==> config.mk <==
export PLATFORM = sky130hd
export DESIGN_NAME = sda_shift_path
export DESIGN_NICKNAME = d
export VERILOG_FILES = /design/src/rtl/sda_path_pkg.sv /design/src/rtl/sda_frame_ctl.sv /design/src/rtl/sda_tx_shift.sv /design/src/rtl/sda_rx_shift.sv /design/src/rtl/sda_out_delay.sv /design/src/rtl/sda_shift_path.sv
export SDC_FILE = /design/constraint.sdc
export NUM_CORES = 1
export LEC_CHECK = 0
export ABC_AREA = 1
export BUFFER_PORTS_ARGS = -buffer_cell sky130_fd_sc_hd__buf_2
export CAP_MARGIN = 20
export CORE_ASPECT_RATIO = 1.75
export CORE_MARGIN = 1.5
export CORE_UTILIZATION = 59
export CTS_CLUSTER_DIAMETER = 150
export DETAILED_ROUTE_END_ITERATION = 16
export PLACE_DENSITY_LB_ADDON = 0.15
export SYNTH_ARGS = -nofsm -noshare
export SYNTH_HDL_FRONTEND = slang
export SYNTH_SLANG_ARGS = --single-unit
==> constraint.sdc <==
create_clock -name clk -period 3.1 [get_ports clk]
set_input_delay 0.31 -clock clk [delete_from_list [all_inputs] [get_ports clk]]
set_output_delay 0.31 -clock clk [all_outputs]
set_load 0.01 [all_outputs]
==> src/rtl/sda_path_pkg.sv <==
package sda_path_pkg;

    typedef enum logic {
        LAYOUT_NATIVE = 1'b0,
        LAYOUT_SPLIT  = 1'b1
    } rx_layout_e;

    // Per-cycle frame events issued by the frame controller
    typedef struct packed {
        logic start;   // frame accepted
        logic cap;     // sample the line on this rising edge
        logic early;   // DATA_W-th sample of the frame
        logic last;    // final sample of the frame
    } frame_evt_t;

    // A zero select bypasses the delay line
    function automatic logic dly_bypass(input logic [7:0] sel);
        return (sel == 8'd0);
    endfunction

endpackage

==> src/rtl/sda_frame_ctl.sv <==
module sda_frame_ctl
    import sda_path_pkg::*;
#(
    parameter int DATA_W  = 8,
    localparam int FRAME_W = DATA_W + 1,
    localparam int CNT_W   = $clog2(FRAME_W + 1)
) (
    input  logic       clk,
    input  logic       rst,
    input  logic       chan_en,
    input  logic       tx_load,
    input  logic       scl_rise,
    output logic       busy,
    output frame_evt_t evt
);
    logic [CNT_W-1:0] rise_cnt;

    always_comb begin
        evt.start = tx_load && chan_en && !busy;
        evt.cap   = scl_rise && busy;
        evt.early = evt.cap && (rise_cnt == CNT_W'(DATA_W - 1));
        evt.last  = evt.cap && (rise_cnt == CNT_W'(FRAME_W - 1));
    end

    always_ff @(posedge clk) begin
        if (rst) begin
            busy     <= 1'b0;
            rise_cnt <= '0;
        end else if (!chan_en) begin
            busy     <= 1'b0;
            rise_cnt <= '0;
        end else if (evt.start) begin
            busy     <= 1'b1;
            rise_cnt <= '0;
        end else if (evt.cap) begin
            rise_cnt <= rise_cnt + 1'b1;
            if (evt.last) begin
                busy <= 1'b0;
            end
        end
    end
endmodule

==> src/rtl/sda_tx_shift.sv <==
module sda_tx_shift
    import sda_path_pkg::*;
#(
    parameter int DATA_W  = 8,
    localparam int FRAME_W = DATA_W + 1
) (
    input  logic               clk,
    input  logic               rst,
    input  logic               chan_en,
    input  logic               idle_wr,
    input  logic               idle_val,
    input  logic [FRAME_W-1:0] tx_word,
    input  frame_evt_t         evt,
    input  logic               busy,
    input  logic               scl_fall,
    output logic               lvl
);
    logic [FRAME_W-1:0] sh;
    logic               idle_q;

    always_ff @(posedge clk) begin
        if (rst) begin
            sh     <= '1;
            idle_q <= 1'b1;
            lvl    <= 1'b1;
        end else if (!chan_en) begin
            if (idle_wr) begin
                idle_q <= idle_val;
                lvl    <= idle_val;
            end else begin
                lvl    <= idle_q;
            end
        end else begin
            if (evt.start) begin
                // data bits first, acknowledge bit last
                sh <= {tx_word[DATA_W-1:0], tx_word[DATA_W]};
            end else if (scl_fall && busy) begin
                lvl <= sh[FRAME_W-1];
                sh  <= {sh[FRAME_W-2:0], 1'b1};
            end else if (scl_fall) begin
                lvl <= idle_q;
            end
        end
    end
endmodule

==> src/rtl/sda_rx_shift.sv <==
module sda_rx_shift
    import sda_path_pkg::*;
#(
    parameter int DATA_W  = 8,
    localparam int FRAME_W = DATA_W + 1
) (
    input  logic               clk,
    input  logic               rst,
    input  frame_evt_t         evt,
    input  logic               sda_in,
    input  rx_layout_e         layout,
    input  logic               clk_phase,
    output logic [FRAME_W-1:0] rx_word,
    output logic               rx_valid
);
    logic [FRAME_W-1:0] raw;
    logic [FRAME_W-1:0] raw_nxt;

    // samples are held oldest-first in the high bits
    function automatic logic [FRAME_W-1:0] fmt_native(input logic [FRAME_W-1:0] r);
        return {r[0], r[FRAME_W-1:1]};
    endfunction

    function automatic logic [FRAME_W-1:0] fmt_split(input logic [FRAME_W-1:0] r);
        return {r[1], r[0], r[FRAME_W-1:2]};
    endfunction

    function automatic logic [FRAME_W-1:0] fmt_partial(input logic [FRAME_W-1:0] r);
        return {r[0], 1'b0, r[DATA_W-1:1]};
    endfunction

    assign raw_nxt = {raw[FRAME_W-2:0], sda_in};

    always_ff @(posedge clk) begin
        if (rst) begin
            raw      <= '0;
            rx_word  <= '0;
            rx_valid <= 1'b0;
        end else begin
            rx_valid <= evt.last;
            if (evt.start) begin
                raw <= '0;
            end else if (evt.cap) begin
                raw <= raw_nxt;
            end
            if (evt.last) begin
                if (layout == LAYOUT_NATIVE || clk_phase) begin
                    rx_word <= fmt_native(raw_nxt);
                end else begin
                    rx_word <= fmt_split(raw_nxt);
                end
            end else if (evt.early && layout == LAYOUT_SPLIT) begin
                rx_word <= fmt_partial(raw_nxt);
            end
        end
    end
endmodule

==> src/rtl/sda_out_delay.sv <==
module sda_out_delay
    import sda_path_pkg::*;
#(
    parameter int MAX_DLY = 8,
    localparam int SEL_W  = $clog2(MAX_DLY)
) (
    input  logic             clk,
    input  logic             rst,
    input  logic             tick,
    input  logic [SEL_W-1:0] sel,
    input  logic             lvl_in,
    output logic             lvl_out
);
    logic [MAX_DLY-1:0] line;

    for (genvar i = 0; i < MAX_DLY; i++) begin : g_stage
        if (i == 0) begin : g_head
            always_ff @(posedge clk) begin
                if (rst)       line[i] <= 1'b1;
                else if (tick) line[i] <= lvl_in;
            end
        end else begin : g_body
            always_ff @(posedge clk) begin
                if (rst)       line[i] <= 1'b1;
                else if (tick) line[i] <= line[i-1];
            end
        end
    end

    // select k taps stage k, which holds the level k+1 ticks old
    assign lvl_out = dly_bypass(8'(sel)) ? lvl_in : line[sel];
endmodule

==> src/rtl/sda_shift_path.sv <==
module sda_shift_path
    import sda_path_pkg::*;
#(
    parameter int DATA_W  = 8,
    parameter int MAX_DLY = 8,
    localparam int FRAME_W = DATA_W + 1,
    localparam int SEL_W   = $clog2(MAX_DLY)
) (
    input  logic               clk,
    input  logic               rst,
    input  logic               chan_en,
    input  logic               idle_wr,
    input  logic               idle_val,
    input  logic [FRAME_W-1:0] tx_word,
    input  logic               tx_load,
    input  logic               scl_rise,
    input  logic               scl_fall,
    input  logic               cnt_tick,
    input  logic [SEL_W-1:0]   dly_sel,
    input  logic               layout_split,
    input  logic               clk_phase,
    input  logic               sda_off,
    input  logic               sda_in,
    output logic               sda_drive_low,
    output logic               busy,
    output logic [FRAME_W-1:0] rx_word,
    output logic               rx_valid
);
    frame_evt_t evt;
    logic       tx_lvl;
    logic       line_lvl;
    logic       off_q;

    sda_frame_ctl #(.DATA_W(DATA_W)) i_ctl (
        .clk      (clk),
        .rst      (rst),
        .chan_en  (chan_en),
        .tx_load  (tx_load),
        .scl_rise (scl_rise),
        .busy     (busy),
        .evt      (evt)
    );

    sda_tx_shift #(.DATA_W(DATA_W)) i_tx (
        .clk      (clk),
        .rst      (rst),
        .chan_en  (chan_en),
        .idle_wr  (idle_wr),
        .idle_val (idle_val),
        .tx_word  (tx_word),
        .evt      (evt),
        .busy     (busy),
        .scl_fall (scl_fall),
        .lvl      (tx_lvl)
    );

    sda_rx_shift #(.DATA_W(DATA_W)) i_rx (
        .clk       (clk),
        .rst       (rst),
        .evt       (evt),
        .sda_in    (sda_in),
        .layout    (rx_layout_e'(layout_split)),
        .clk_phase (clk_phase),
        .rx_word   (rx_word),
        .rx_valid  (rx_valid)
    );

    sda_out_delay #(.MAX_DLY(MAX_DLY)) i_dly (
        .clk     (clk),
        .rst     (rst),
        .tick    (cnt_tick),
        .sel     (dly_sel),
        .lvl_in  (tx_lvl),
        .lvl_out (line_lvl)
    );

    // the disable control is taken on the system clock, never on an SCL edge
    always_ff @(posedge clk) begin
        if (rst) off_q <= sda_off;
        else     off_q <= sda_off;
    end

    assign sda_drive_low = !off_q && !line_lvl;
endmodule

==> results of run 1 <==
-- state kept, by name, summed over array words and instances (netlist names) --
name / flops
i_rx.rx_valid: 1
i_ctl.rise_cnt: 4
i_tx.sh: 9
off_q: 1
i_rx.raw: 8
i_ctl.busy: 1
i_dly.line: 8
i_rx.rx_word: 9
i_tx.idle_q: 1
i_tx.lvl: 1
-- cell type report --
type / count / area [µm²] / area share [%]
well taps: 45 / 56.3 / 2.37
flip-flops and latches: 43 / 861 / 36.3
clock buffers: 5 / 68.8 / 2.90
multi-input cells: 242 / 1060 / 44.9
inverters: 24 / 90.1 / 3.80
repair buffers: 37 / 188 / 7.92
clock inverters: 3 / 43.8 / 1.85
-- per-stage QoR --
stage | instance area [µm²] | setup slack (ns) | utilization [%]
after floorplan | 2070 | 1.73 | -
after global placement | 2260 | 1.55 | 67.2
after detailed placement | 2260 | 1.51 | 67.2
after CTS | 2370 | 1.49 | 70.5
after global routing | 2370 | 1.33 | 70.5
final | 2370 | 1.53 | 70.5
-- power breakdown --
part	internal (mW)	switching (mW)
registers	0.571	0.0121
logic	0.0387	0.0623
clock network	0.240	0.195
total	0.849	0.269
-- routing by layer --
layer  share of wire, %  vias to the layer above
met1                 43                      885
met3                2.9                       12
met4                2.6                        0
met2                 51                       40
met5                  0                        -
li1                   -                     1077
-- layout by cell type, fill, tap and decap left out, drive strengths merged --
cell	instances
a21oi	14
a22oi	1
buf	37
bufinv	1
clkbuf	5
clkinv	2
dfxtp	43
ha	2
inv	24
nand2	127
nand3	43
nand4	1
nor2	40
nor3	1
o21ai	10
o21bai	1
o22ai	1
xor2	1
-- how the worst max path moves through the flow --
stage	start	end	slack, ns	depth (start not counted)
after floorplan	i_ctl.rise_cnt[0]	i_rx.rx_word[7]	1.73	7
after global placement	rst	i_rx.raw[3]	1.55	5
after detailed placement	i_ctl.rise_cnt[0]	i_rx.rx_word[8]	1.51	7
after CTS	i_ctl.rise_cnt[0]	i_rx.rx_word[8]	1.49	7
after global routing	i_ctl.rise_cnt[0]	i_rx.rx_word[8]	1.33	7
final	i_ctl.rise_cnt[0]	i_rx.rx_word[8]	1.53	7
-- logic make-up after synthesis --
kind of cell / count (synthesis) / synth area share, %
xor gates and xnor gates: 1 / 0.423
DFF: 43 / 41.5
adders and majority gates: 2 / 1.21
buffers and inverters: 34 / 7.18
AOI/OAI and AO/OA: 27 / 6.82
and+or+nand+nor: 212 / 42.8
-- worst max-delay path, cell delays in order, from the launching register on --
cell	delay (ns)
dfxtp_1	0.36
inv_1	0.07
ha_1	0.23
nand3_1	0.14
nor2_4	0.07
nor2_1	0.43
nor2_1	0.10
nor2_1	0.11
==> impl_metrics.ini, run 1 <==
[cts]
cts_resized = 0
clockBufferDepth = 2
cts_setup_buffers = 0
cts_made_buffers = 5
htreeDepth = 2
clock_latency_ns = 0.29
path_clk_slew_ns = 0.08
clock_tree.root_cell = clkbuf_8
clock-sinks = 43
tritoncts = yes
cts_hold_buf = 0

[pwr]
peakVddDrop_mv = 0.538
leakagePower_nw = 1.21
p_per_area_nw_per_um2 = 472
total_power_mw = 1.12

[place]
port_buffers = 36
gp_congestion = 0.846
dpl.cell_count = 391
detailed_place_hpwl_um = 3110

[yosys]
synth.top_cell.area_share_pct = 41.5
ys_ff_latch = 43
yosysSeqAreaShare_pct = 41.5
synth.avg_cell_area_um2 = 6.50
synthFlopType = dfxtp_1
synthArstFlopShare_pct = 0
synth_cells = 319
synth_most_common_cell = nand2_1
synth_area_leaders = dfxtp_1 42%, nand2_1 23%, nand3_1 10%
synth_edf_count = 0
netlist_area_um2 = 2070
ys.warnings.count = 0
syn_nets = 346
yosysTopAreaCell = dfxtp_1
yosys-top-cells-count = 126 x nand2_1, 43 x dfxtp_1, 42 x nand3_1
ys_types = 24

[worst_setup_path]
arrival_ns = 1.80
cp_max_fo = 9
r2r_end = i_rx.rx_word[8]
required_ns = 3.33
r2r_cells = 7
reg2reg_slack_ns = 1.53
crit_type = flop to flop
timing.rr.start = i_ctl.rise_cnt[0]
end_kind = flop
critPathLaunchType = flop

[cells_and_area]
finalNonFillerCells = 399
finalNetCount = 380
synthToLayoutAreaGrowth_pct = 14.4
layout-drive-gt1-share_pct = 15.8
antenna_cells = 0
fill_cells = 328

[floorplan]
core_area_um2 = 3360
dieWidth_um = 47.8
initial_utilization_pct = 61.6
std_cell_rows = 28
die_area_um2 = 3890
io_pins = 37
die_h_um = 81.4

[worst_hold_path]
hold_end = off_q
min_path_cells = 1
min_from = sda_off
hold_path_class = primary input to flop

[global_route]
grt_pass1_vias = 1792
grtUsageMet3_pct = 4.62
top_usage_layer = met2
overflow = 0
grt_use_total_pct = 24.6
grt_max_degree = 19
grt_use_met2_pct = 44.4
grt_pass1_wl_um = 7140
grt_use_met1_pct = 26.5
antenna_found_initial = 0

[timing]
relSlewSlack_pct = 65.1
min_period_over_period_pct = 50.7
drv_slew = 0
fmaxAchievable_mhz = 637
rsz0062_at_grt = false
worst_pin_slew_ns = 0.522
hold_viol = 0
setup_violations = 0
hold_slack_ns = 0.111
setup_tns_ns = 0
clock_skew_ns = 0.00825
finalCriticalPeriod_ns = 1.57

[detailed_routing]
wire_per_inst_um = 10.8
wirelength_um = 4310
drt_pass1_iterations = 4
vias_per_cell = 5.05
dr_total_vias = 2014
ant_nets = 0
drc = 0
drt_iter0_markers = 36

[outcome]
outcome = finished, final reports clean

[flow_run]
maxCapViolCount = 0
No activity file was read; power rests on OpenSTA's default activity.
==> run 2: changes to the inputs <==
--- a/config.mk
+++ b/config.mk
@@ -10,7 +10,7 @@
 export CAP_MARGIN = 20
 export CORE_ASPECT_RATIO = 1.75
 export CORE_MARGIN = 1.5
-export CORE_UTILIZATION = 59
+export CORE_UTILIZATION = 55
 export CTS_CLUSTER_DIAMETER = 150
 export DETAILED_ROUTE_END_ITERATION = 16
 export PLACE_DENSITY_LB_ADDON = 0.15
==> constraint.sdc (replaced) <==
create_clock -name clk -period 1.45 [get_ports clk]
set_input_delay 0.145 -clock clk [delete_from_list [all_inputs] [get_ports clk]]
set_output_delay 0.145 -clock clk [all_outputs]
set_load 0.01 [all_outputs]
==> run 2 against run 1 <==
  * Worst hold slack got worse by 0.059 ns
  * Wire length increased by 3.3%
  * Cell count increased by 2.5%
  * Total power increased by 120%
  * Sequential power increased by 110%
  * Flip-flop and latch count unchanged
  * Final area increased by 3.6%
  * Clock power increased by 120%
  * Setup slack got worse by 1.4 ns
  * Non-clock buffer count increased by 9
  * Maximum frequency increased by 21%
  * Register-to-register slack got worse by 1.4 ns
  * Critical path type unchanged
  * Largest cell class unchanged
==> impl_metrics.ini, run 2 (same netlist as run 1, synthesis figures left out) <==
[worst_setup_path]
crit_path_max_incr_delay_ns = 0.33
end_kind = flop
required_ns = 1.65
critPathLaunchType = flop
crit_top_cell = nor2_1
cp_max_fo = 9
path_cells = inv_1, ha_2, nand3_1, nor2_4, nor2_1, buf_4, nor2_1, nor2_1
slowest_stage = dfxtp_1
crit_type = flop to flop
arrival_ns = 1.50

[cells_and_area]
layout_commonest_cell = nand2_1
synthToLayoutAreaGrowth_pct = 18.5
layout_common_cells = 126 x nand2_1, 42 x dfxtp_1, 41 x nand3_1
finalNetCount = 389
reg.largest.list = i_rx.rx_word: 9 flops, i_tx.sh: 9 flops
layout-drive-gt1-share_pct = 18.5
antenna_cells = 0
fin_area_um2 = 2460

[detailed_routing]
ant_nets = 0
drt_pass1_iterations = 4
wire_per_inst_um = 10.9
dr_total_vias = 2021
wirelength_um = 4450
vias_per_cell = 4.94
drt_iter0_markers = 26
drc = 0

[global_route]
grt_use_total_pct = 23.3
grt_pass1_vias = 1867
overflow = 0
grt_max_degree = 19
grt_pass1_wl_um = 7710
antenna_found_initial = 0

[cts]
clock_tree.root_cell = clkbuf_8
path_clk_slew_ns = 0.08
clock-sinks = 43
cts_setup_buffers = 0
clockBufferDepth = 2
cts_made_buffers = 5
htreeDepth = 2
tritoncts = yes
clock_latency_ns = 0.30

[timing]
min_period_over_period_pct = 89.8
drv_slew = 0
clock_skew_ns = 0.00562
setup_tns_ns = 0
fmaxAchievable_mhz = 768
finalCriticalPeriod_ns = 1.30
rsz0062_at_grt = false
setup_violations = 0
relSlewSlack_pct = 78.9
setup_slack_ns = 0.148
hold_viol = 0
worst_pin_slew_ns = 0.316

[pwr]
peakVddDrop_mv = 1.08
p_per_area_nw_per_um2 = 993
total_power_mw = 2.44
leakagePower_nw = 1.26

[outcome]
outcome = finished, final reports clean

[worst_hold_path]
hold_path_class = primary input to flop

[floorplan]
io_pins = 37
std_cell_rows = 29
die_h_um = 84.2
core_area_um2 = 3630
initial_utilization_pct = 57.1
die_area_um2 = 4160
dieWidth_um = 49.4

[place]
place_ws_ns = 0.0764
detailed_place_hpwl_um = 3340
gp_congestion = 0.818
port_buffers = 36
dpl-instance-area_um2 = 2320

[flow_run]
maxCapViolCount = 0
==> run 2: cell count changes in the layout (fill, tap and decap cells not counted), sizes merged <==
cell         change
buf              +8
clkbuf           +1
clkinv           -1
dlygate4sd3      +1
==> run 2: stage by stage <==
step / util (%) / hold WS (ns) / std cells
after global routing: 67.7 / 0.0515 / 409
after floorplan: - / 0.173 / 319
after global placement: 63.9 / 0.247 / 400
final: 67.7 / 0.0523 / 409
after CTS: 67.4 / 0.0454 / 409
after detailed placement: 63.9 / 0.249 / 400
==> run 2: area by class of cell <==
cell class	count	area, µm²
fill	362	1170
tap	46	57.6
sequential	43	862
clock inverter	2	35.0
timing repair buffer	46	258
inverter	24	90.1
multi-input combinational	242	1070
clock buffer	6	82.6
==> run 2: repair_timing <==
item / 4_1_cts / 5_1_grt
endpoints found under the setup margin: 0 / 8
hold buffers: 1 / 0
endpoints found under the hold margin: 1 / 0
gates resized for setup: 0 / 3
==> run 2: power by group <==
group / switching [mW] / internal [mW]
clock network: 0.402 / 0.557
logic: 0.139 / 0.0936
registers: 0.0257 / 1.22
total: 0.567 / 1.87
==> run 2: path summary, 6_finish.rpt <==
check / to / slack, ns / start / cells after the start
hold / removal: i_rx.rx_valid / 0.05 / rst / 2
hold reg to reg: i_rx.rx_word[7] / 0.46 / i_rx.rx_word[7] / 2
setup / recovery: i_rx.rx_word[3] / 0.15 / i_ctl.rise_cnt[0] / 8
setup reg to reg: i_rx.rx_word[3] / 0.15 / i_ctl.rise_cnt[0] / 8
==> run 2: worst max-delay path: cells and delay by family (launching register included) <==
| kind | cells | cell delay (ns) |
|---|---|---|
| and+or+nand+nor | 5 | 0.42 |
| DFF | 1 | 0.33 |
| buffers and inverters | 2 | 0.24 |
| adders and majority gates | 1 | 0.21 |
==> run 2: routing by layer <==
metal	vias to the layer above	track usage [%]	share of wire [%]
met3	9	3.91	2.8
met2	30	43.6	54
li1	1093	-	-
met5	-	0	0
met4	0	12.1	2.4
met1	889	23.9	41
==> run 3: changes to the inputs <==
==> constraint.sdc (replaced) <==
create_clock -name clk -period 1.45 [get_ports clk]
set_input_delay 0.145 -clock clk [delete_from_list [all_inputs] [get_ports clk]]
set_output_delay 0.145 -clock clk [all_outputs]
set_load 0.1 [all_outputs]
==> run 3 against run 2 <==
  * Critical path depth is 2 lower
  * Maximum frequency decreased by 6.5%
  * Combinational power rose by 16%
  * Critical endpoint is now sda_drive_low
  * Largest power group unchanged
  * Highest routed layer unchanged
==> impl_metrics.ini, run 3 (same netlist as run 1, synthesis figures left out) <==
[floorplan]
initial_utilization_pct = 57.1
dieWidth_um = 49.4
std_cell_rows = 29
io_pins = 37
die_area_um2 = 4160
die_h_um = 84.2
core_area_um2 = 3630

[cells_and_area]
finalNetCount = 391
synthToLayoutAreaGrowth_pct = 19.5
antenna_cells = 0
fin_util_pct = 68.3
fin_area_um2 = 2480
layout-drive-gt1-share_pct = 20.8
reg.largest.list = i_rx.rx_word: 9 flops, i_tx.sh: 9 flops
layout_commonest_cell = nand2_1
multi_input_area_um2 = 1090
fill_cells = 361
layout_common_cells = 126 x nand2_1, 40 x nand3_1, 39 x dfxtp_1
finalNonFillerCells = 411
final-seq-area_um2 = 868

[worst_setup_path]
crit_top_cell = nand2_1
path_buf_inv = 1
slowest_stage = dfxtp_2
r2r_cells = 8
arrival_ns = 1.25
end_kind = primary output
cp_max_fo = 2
cp_top_family = flip-flops
crit_path_max_incr_delay_ns = 0.33
crit_type = flop to primary output
path_cells = a21oi_2, nand2_1, nand2_1, o21bai_1, nor2_2, buf_12
r2r_end = i_rx.rx_word[7]
critPathLaunchType = flop
reg2reg_slack_ns = 0.13
timing.rr.start = i_ctl.rise_cnt[0]
required_ns = 1.31

[global_route]
top_usage_layer = met2
grt_pass1_wl_um = 7360
grt_max_degree = 19
grtUsageMet3_pct = 4.80
grt_use_total_pct = 22.3
grt_pass1_vias = 1790
overflow = 0
grt_use_met2_pct = 43.2
grt_use_met1_pct = 21.7
antenna_found_initial = 0

[detailed_routing]
wirelength_um = 4410
drt_iter0_markers = 28
dr_total_vias = 2020
drc = 0
drt_pass1_iterations = 4
wire_per_inst_um = 10.7
vias_per_cell = 4.91
ant_nets = 0

[place]
dpl.cell_count = 399
port_buffers = 36
detailed_place_hpwl_um = 3310
gp_congestion = 0.794
dpl-instance-area_um2 = 2330

[worst_hold_path]
min_path_cells = 2
hold_path_class = primary input to flop
hold_end = i_rx.rx_valid
min_from = rst

[timing]
clock_skew_ns = 0.00529
hold_viol = 0
relSlewSlack_pct = 67.6
worst_pin_slew_ns = 0.490
setup_tns_ns = 0
rsz0062_at_grt = false
drv_slew = 0
finalCriticalPeriod_ns = 1.39
min_period_over_period_pct = 96.1
setup_violations = 0
fmaxAchievable_mhz = 718

[cts]
path_clk_slew_ns = 0.09
htreeDepth = 2
clockBufferDepth = 2
clock_latency_ns = 0.30
clock_tree.root_cell = clkbuf_8
clock-sinks = 43
tritoncts = yes
cts_made_buffers = 5

[pwr]
leakagePower_nw = 1.25
peakVddDrop_mv = 0.810
p_per_area_nw_per_um2 = 919

[flow_run]
maxCapViolCount = 0

[outcome]
outcome = finished, final reports clean
-- run 3: changes by cell type in the layout (fill, tap and decap cells not counted), sizes merged --
cell	delta
inv	+1
bufinv	-1
clkinvlp	+1
buf	+2
clkbuf	-1
-- run 3: how the worst max path moves through the flow --
| stage | start | endpoint | slack (ns) | depth (start not counted) |
|---|---|---|---|---|
| after floorplan | i_dly.line[1] | sda_drive_low | -0.06 | 5 |
| after global placement | i_ctl.rise_cnt[0] | i_rx.rx_word[3] | 0.06 | 8 |
| after detailed placement | i_ctl.rise_cnt[0] | i_rx.rx_word[3] | 0.01 | 8 |
| after CTS | i_dly.line[1] | sda_drive_low | 0.05 | 6 |
| after global routing | i_dly.line[1] | sda_drive_low | 0.001 | 6 |
| final | i_dly.line[1] | sda_drive_low | 0.06 | 6 |
-- run 3: routing by layer --
layer	wire, µm	part of all wire (%)
met1	1770	40
met2	2420	55
met3	136	3.1
met4	83	1.9
met5	0	0
-- run 3: what timing repair did --
action / in CTS / in global routing
setup buffers: 2 / 1
gates resized for setup: 0 / 8
pin swaps: 1 / 1
cloned: 0 / 0
hold endpoints to repair: 1 / 0
setup endpoints to repair: 1 / 10
hold buffers: 1 / 0
-- run 3: where the power goes --
| group | switching, mW | total, mW | internal (mW) |
|---|---|---|---|
| Combinational | 0.165 | 0.271 | 0.106 |
| Clock | 0.423 | 0.760 | 0.336 |
| Sequential | 0.0256 | 1.25 | 1.22 |
-- run 3: area by class of cell --
class	count	share of cell area (%)
sequential	43	35.1
timing repair buffer	48	11.6
clock buffer	5	2.78
clock inverter	3	0.758
inverter	24	3.64
tap	46	2.32
multi-input combinational	242	43.8
-- run 3: worst reg2reg max path, cell delays in order (launching register included) --
cell     delay [ns]
dfxtp_1        0.33
inv_1          0.08
ha_2           0.21
nand3_2        0.10
nor2_4         0.14
nor2_1         0.06
buf_4          0.16
nand3_1        0.08
nand2_1        0.06
-- run 3: per-stage QoR --
step	setup slack (ns)	power (mW)	hold WS, ns
global placement	0.0554	1.53	0.247
detailed placement	0.0127	1.54	0.250
floorplan	-0.0581	1.44	0.173
finish	0.0569	2.28	0.0482
CTS	0.0481	2.30	0.0438
global route	0.00115	2.38	0.0519
